--- config.mk ---
export PLATFORM = sky130hd
export DESIGN_NAME = casc_counter
export DESIGN_NICKNAME = d
export VERILOG_FILES = /design/src/rtl/casc_counter_pkg.sv /design/src/rtl/cnt_op_decode.sv /design/src/rtl/cnt_stage.sv /design/src/rtl/cnt_enable_chain.sv /design/src/rtl/casc_counter.sv
export SDC_FILE = /design/constraint.sdc
export NUM_CORES = 1
export LEC_CHECK = 0
export ABC_AREA = 1
export BUFFER_PORTS_ARGS = -buffer_cell sky130_fd_sc_hd__buf_4
export CORE_MARGIN = 5
export CORE_UTILIZATION = 50
export DETAILED_ROUTE_END_ITERATION = 10
export PLACE_DENSITY = 0.79
export SETUP_SLACK_MARGIN = 0.2
export SYNTH_ARGS = -nofsm -noshare
export SYNTH_HDL_FRONTEND = slang
export SYNTH_SLANG_ARGS = --single-unit
--- constraint.sdc ---
create_clock -name clk -period 2.4 [get_ports clk]
set_input_delay 0.48 -clock clk [delete_from_list [all_inputs] [get_ports clk]]
set_output_delay 0.48 -clock clk [all_outputs]
set_load 0.1 [all_outputs]
--- src/rtl/casc_counter_pkg.sv ---
package casc_counter_pkg;
   // next-state action chosen for one counter stage
   typedef enum logic [1:0] {
      OP_HOLD   = 2'd0,
      OP_LOAD   = 2'd1,
      OP_INC    = 2'd2,
      OP_RELOAD = 2'd3
   } cnt_op_e;
endpackage

--- src/rtl/cnt_op_decode.sv ---
module cnt_op_decode
   import casc_counter_pkg::*;
(
   input  logic    ld_n,
   input  logic    en_n,
   input  logic    reload,
   input  logic    at_max,
   output cnt_op_e op
);
   // priority: load, then hold, then terminal reload, then increment
   always_comb begin
      if (!ld_n)                op = OP_LOAD;
      else if (en_n)            op = OP_HOLD;
      else if (reload && at_max) op = OP_RELOAD;
      else                      op = OP_INC;
   end
endmodule

--- src/rtl/cnt_stage.sv ---
module cnt_stage
   import casc_counter_pkg::*;
#(
   parameter int WIDTH = 8
)(
   input  logic             clk,
   input  logic             mr,
   input  logic             ld_n,
   input  logic             en_n,
   input  logic             reload,
   input  logic [WIDTH-1:0] din,
   output logic [WIDTH-1:0] q,
   output logic             tc_n
);
   localparam logic [WIDTH-1:0] ALL_ONES = {WIDTH{1'b1}};

   generate
      if (WIDTH < 2) begin : g_width_bad
         $error("cnt_stage: WIDTH must be at least 2");
      end
   endgenerate

   cnt_op_e op;
   logic    at_max;

   assign at_max = (q == ALL_ONES);
   assign tc_n   = ~at_max;

   cnt_op_decode u_dec (
      .ld_n   (ld_n),
      .en_n   (en_n),
      .reload (reload),
      .at_max (at_max),
      .op     (op)
   );

   always_ff @(posedge clk or posedge mr) begin
      if (mr) begin
         q <= '0;
      end else begin
         unique case (op)
            OP_LOAD, OP_RELOAD: q <= din;
            OP_INC:             q <= q + 1'b1;
            default:            q <= q;
         endcase
      end
   end


   load_takes_din_chk: assert property (@(posedge clk) disable iff (mr)
      !ld_n |=> (q == $past(din)));


   hold_when_disabled_chk: assert property (@(posedge clk) disable iff (mr)
      (ld_n && en_n) |=> $stable(q));


   count_by_one_chk: assert property (@(posedge clk) disable iff (mr)
      (ld_n && !en_n && (q != ALL_ONES)) |=> (q == $past(q) + 1'b1));


   wrap_to_zero_chk: assert property (@(posedge clk) disable iff (mr)
      (ld_n && !en_n && !reload && (q == ALL_ONES)) |=> ((q == '0) && tc_n));


   reload_at_max_chk: assert property (@(posedge clk) disable iff (mr)
      (ld_n && !en_n && reload && (q == ALL_ONES)) |=> (q == $past(din)));
endmodule

--- src/rtl/cnt_enable_chain.sv ---
module cnt_enable_chain #(
   parameter int STAGES = 4
)(
   input  logic              en_n,
   input  logic [STAGES-1:0] tc_n,
   output logic [STAGES-1:0] stage_en_n
);
   generate
      if (STAGES < 1) begin : g_stages_bad
         $error("cnt_enable_chain: STAGES must be at least 1");
      end
   endgenerate

   assign stage_en_n[0] = en_n;

   // each stage is disabled if any lower stage is not at its terminal count
   for (genvar i = 1; i < STAGES; i++) begin : g_or
      assign stage_en_n[i] = stage_en_n[i-1] | tc_n[i-1];
   end
endmodule

--- src/rtl/casc_counter.sv ---
module casc_counter #(
   parameter int WIDTH  = 8,
   parameter int STAGES = 4
)(
   input  logic                    clk,
   input  logic                    mr,
   input  logic                    ld_n,
   input  logic                    cnt_en_n,
   input  logic                    tc_reload,
   input  logic [WIDTH*STAGES-1:0] din,
   output logic [WIDTH*STAGES-1:0] q,
   output logic [STAGES-1:0]       tc_n
);
   localparam int TOTAL = WIDTH * STAGES;

   generate
      if (TOTAL > 1024) begin : g_total_bad
         $error("casc_counter: WIDTH*STAGES must not exceed 1024");
      end
   endgenerate

   logic [STAGES-1:0] stage_en_n;

   cnt_enable_chain #(.STAGES(STAGES)) u_chain (
      .en_n       (cnt_en_n),
      .tc_n       (tc_n),
      .stage_en_n (stage_en_n)
   );

   for (genvar i = 0; i < STAGES; i++) begin : g_stage
      cnt_stage #(.WIDTH(WIDTH)) u_stage (
         .clk    (clk),
         .mr     (mr),
         .ld_n   (ld_n),
         .en_n   (stage_en_n[i]),
         .reload (tc_reload),
         .din    (din[i*WIDTH +: WIDTH]),
         .q      (q[i*WIDTH +: WIDTH]),
         .tc_n   (tc_n[i])
      );

      if (i > 0) begin : g_casc_chk

         upper_gated_chk: assert property (@(posedge clk) disable iff (mr)
            (ld_n && (cnt_en_n || (tc_n[i-1:0] != '0)))
            |=> $stable(q[i*WIDTH +: WIDTH]));
      end
   end
endmodule

Word-level counts from Yosys, hierarchy flattened
Cells that the tools add are included.
{"block": "word_totals", "register_bits": 32, "latchBits": 0, "ramBits": 0, "romBits": 0, "inputBits": 37, "elab_cells": 59, "memories": 0}
{"block": "op_classes", "addsub": 4, "mul": 0, "n_div": 0, "magnitude_cmp": 0, "eq_ne": 16, "shifts": 0, "n_mux": 16, "bitwise_logic": 7, "reduce_logical": 12}
{"op": "8-bit one-hot mux with 2 select lines", "n": 4}
{"op": "8-bit by 1-bit adder with 8-bit output (second input constant)", "n": 4}
{"op": "8-bit == test (second input constant)", "n": 4}
{"op": "2-bit == test (second input constant)", "n": 8}
{"op": "2-bit two-way mux", "n": 8}
{"op": "2-bit by 1-bit == test with 1-bit output (second input constant)", "n": 4}
{"op": "2-bit nonzero test", "n": 4}
{"op": "2-bit OR reduction", "n": 4}
{"op": "1-bit logical AND", "n": 4}
{"op": "1-bit two-way mux", "n": 4}
{"op": "1-bit NOT", "n": 4}
{"op": "1-bit bitwise OR", "n": 3}

Depth between registers and ports, before layout
{"block": "depth", "word_depth": 10, "mapped_depth": 10}

By module
Synthesis repeated with hierarchy kept, for this count alone.
{"block": "unflattened", "cells_unflattened": 311, "hier_area_um2": 2255.9}
{"module": "cnt_stage", "n_inst": 4, "cells_per_inst": 71, "area_each_um2": 530.5, "seq_area_each_um2": 200.2}
{"module": "cnt_op_decode", "n_inst": 4, "cells_per_inst": 5, "area_each_um2": 25.0, "seq_area_each_um2": 0.0}
{"module": "cnt_enable_chain", "n_inst": 1, "cells_per_inst": 7, "area_each_um2": 33.8, "seq_area_each_um2": 0.0}

Worst setup path after synthesis
No wires, ideal clock.
{"block": "synth_timing", "path_kind": "register to output", "start": "register g_stage[1].u_stage.q[0]", "end": "output tc_n[1]", "arrival_time_ps": 1999, "t_required_ps": 1920, "path_slack_ps": -79, "stages_incl_launch_ff": 6, "n_path_buf": 1, "path_cell_list": "dfrtp_1 > ha_1 > nand2_1 > nor2_2 > nand2_4 > buf_4"}
{"block": "synth_between", "elab_chain_cells": 2}
{"item": "start, declared", "line": "cnt_stage.sv:12", "text": "output logic [WIDTH-1:0] q,"}
{"item": "start signal, assigned", "line": "cnt_stage.sv:42", "text": "OP_LOAD, OP_RELOAD: q <= din;"}
{"item": "start signal, assigned", "line": "cnt_stage.sv:43", "text": "OP_INC: q <= q + 1'b1;"}
{"item": "start signal, assigned", "line": "cnt_stage.sv:44", "text": "default: q <= q;"}
{"item": "8-bit == test", "line": "cnt_stage.sv:26", "text": "assign at_max = (q == ALL_ONES);"}
{"item": "1-bit NOT", "line": "cnt_stage.sv:27", "text": "assign tc_n = ~at_max;"}
{"item": "end, declared", "line": "casc_counter.sv:12", "text": "output logic [STAGES-1:0] tc_n"}
Every way passes these cells.

Final worst setup path
Same ends and word-level chain as after synthesis.

==> flow_metrics.tcl <==
set metrics [dict create \
    status "completed" \
    cts.clk_slew.worst_paths_ns 0.07 \
    postCtsSetupRepairBufs 0 \
    maxClockFrequency_mhz 472.9 \
    finalHoldWorstSlack_ns 0.2839 \
    yosysSeqAreaShare_pct 32.75 \
    worstMarginPinSlew_ns 0.4283 \
    cp.arrival_ns 1.63 \
    largest_register_ffs 32 \
    synthAdderAreaFrac_pct 2.047 \
    yosysTopAreaCell "dfrtp_1" \
    h-tree-depth 2 \
    min_period_ns 2.115 \
    fin_skew_ns 0.005763 \
    synth-xor-area-share_pct 4.299 \
    slew_violations 0 \
    synth_compound_area_share_pct 3.992 \
    fill_cells 430 \
    ir_drop_mv 0.3841 \
    ctsLongestPathBuffers 2 \
    grt_pass1_wl_um 10410 \
    dp_hpwl_um 4760 \
    track_usage_pct 20.51 \
    cp-end-kind "output port" \
    async_reset_ff_share_pct 100.0 \
    cts.hold.buffers_added 0 \
    hold_violations 0 \
    syn-instance-count 346 \
    yosysWarnings 0 \
    synth_nets 387 \
    clock_latency_ns 0.29 \
    die_x_um 79.93 \
    nets 460 \
    maxCapViolCount 0 \
    drive_above_1_share_pct 29.05 \
    synth_edf_count 0 \
    regMostFlops "g_stage.u_stage.q" \
    synth_top_family_by_area "simple AND/OR/NAND/NOR gates" \
    cts_resized 0 \
    final_util_pct 66.70 \
    io_buffers 72 \
    yosysUniqueCellTypes 33 \
    criticalPathCategory "reg -> out" \
    rr_worst_depth 9 \
    drc_errors 0 \
    critPathRequiredTime_ns 1.92 \
    antenna_found_initial 0 \
    grt_pass1_vias 2302 \
    core_area_um2 4723 \
    grt_setup_unrepaired "false" \
    yosys.area.top_type_share_pct 32.75 \
    diodes 0 \
    first_pass_iters 4 \
    dieArea_um2 6388 \
    synth_area_um2 2445 \
    power_density_nw_per_um2 591.3 \
    yosys-top-cells-area "dfrtp_1 (33%), nand2_1 (17%), nand3_1 (15%), inv_1 (5.8%), nand4_1 (3.6%)" \
    top_regs "g_stage.u_stage.q x32" \
    clkSinkCount 32 \
    viasPerCell 5.185 \
    io_pins 73 \
    start_util_pct 51.76 \
    final_antenna_net_count 0 \
    vias 2525 \
    gr-total-overflow 0 \
    finalCritPeriodShare_pct 88.11 \
    relSlewSlack_pct 71.45 \
    synth-simple-area-share_pct 47.95 \
    root_buffer "clkbuf_8" \
    gp_congestion 0.8593 \
    fin_total_pwr_mw 1.863 \
    crit_fanout 7 \
    min_path_type "in -> async" \
    p_leak_nw 1.669 \
    rows 25 \
    wl_um 6344 \
    yosys_register_bits 32 \
    die-height_um 79.93 \
    setup_viol 0 \
    avgRoutedWirePerCell_um 13.03 \
    yosys_most_used_dff "dfrtp_1" \
    area_delta_synth_final_pct 28.86 \
    cts_tree "yes" \
    grt_max_degree 33 \
    synthMuxAreaShare_pct 0 \
    cts-buffers-inserted 5 \
    worst_setup_path_start_kind "flip-flop" \
    first_iter_violations 195 \
    setup_tns_ns 0 \
    avgSynthCellArea_um2 7.066 \
]
synthesized netlist by cell type (4+ instances only):
library cell,number
ha_1,4
nor2_1,10
inv_2,4
inv_1,38
dfrtp_1,32
xor2_1,7
nand2_2,4
xnor2_1,5
nand3b_1,4
nand3_1,73
buf_4,5
nand4_1,14
nand2_1,111
worst paths after layout:
kind	endpoint	slack, ns	start
min in group clk	g_stage[1].u_stage.q[2]$_DFFE_PP0P_	0.41	din[10]
worst max register to register	g_stage[3].u_stage.q[2]$_DFFE_PP0P_	0.59	g_stage[2].u_stage.q[0]$_DFFE_PP0P_
max in group asynchronous	g_stage[0].u_stage.q[1]$_DFFE_PP0P_	1.78	mr
worst min register to register	g_stage[0].u_stage.q[1]$_DFFE_PP0P_	0.54	g_stage[0].u_stage.q[1]$_DFFE_PP0P_
worst min-delay path	g_stage[2].u_stage.q[3]$_DFFE_PP0P_	0.28	mr
worst max-delay path	tc_n[1]	0.29	g_stage[1].u_stage.q[0]$_DFFE_PP0P_
power by group:
part | internal, mW | switching, mW
logic | 0.190 | 0.555
clock network | 0.233 | 0.208
registers | 0.594 | 0.0833
layout by cell type, fill, tap and decap left out, drive strengths merged, types with 5 or more instances in the layout:
cell type and count:
nand2 119, nand3 77, buf 74, inv 42, dfrtp 32, nor2 17, nand4 14, xor2 7
clkbuf 7, o21ai 7, xnor2 5
critical path, cell delays in order (launching register included):
cell and delay (ns):
dfrtp_2 0.45, ha_1 0.23, nand2_1 0.13, nor2_4 0.06
nand2_4 0.15, buf_4 0.32
routing by layer:
layer	part of all wire [%]	vias up	wire, µm	GRT usage [%]
li1	-	1269	-	-
met1	43	1168	2733	26.11
met2	48	77	3068	33.77
met3	7.0	11	441	5.305
met4	1.6	0	99	6.588
met5	0	-	0	0
kinds of logic after synthesis:
logic type,Yosys count
AO/OA/AOI/OAI,13
XOR/XNOR,12
adder cells (fa/ha/maj),4
buffers and inverters,51
flip-flops,32
AND/OR/NAND/NOR,234
per-stage QoR:
stage,std cells,area [µm²],setup slack [ns]
after detailed placement,479,3043,0.5898
after CTS,487,3137,0.2671
after floorplan,346,2460,0.1603
after global placement,479,3043,0.6235
after global routing,487,3151,0.2078
final,487,3151,0.2854
area by class of cell:
class	instances	area [µm²]	area share (%)
flip-flops and latches	32	815.8	25.89
repair buffers	74	559.3	17.75
inverters	43	162.7	5.163
clock inverters	1	7.507	0.2383
multi-input cells	263	1435	45.55
clock buffers	7	86.33	2.740
well taps	67	83.83	2.661
Power figures use the tool's default switching activity.
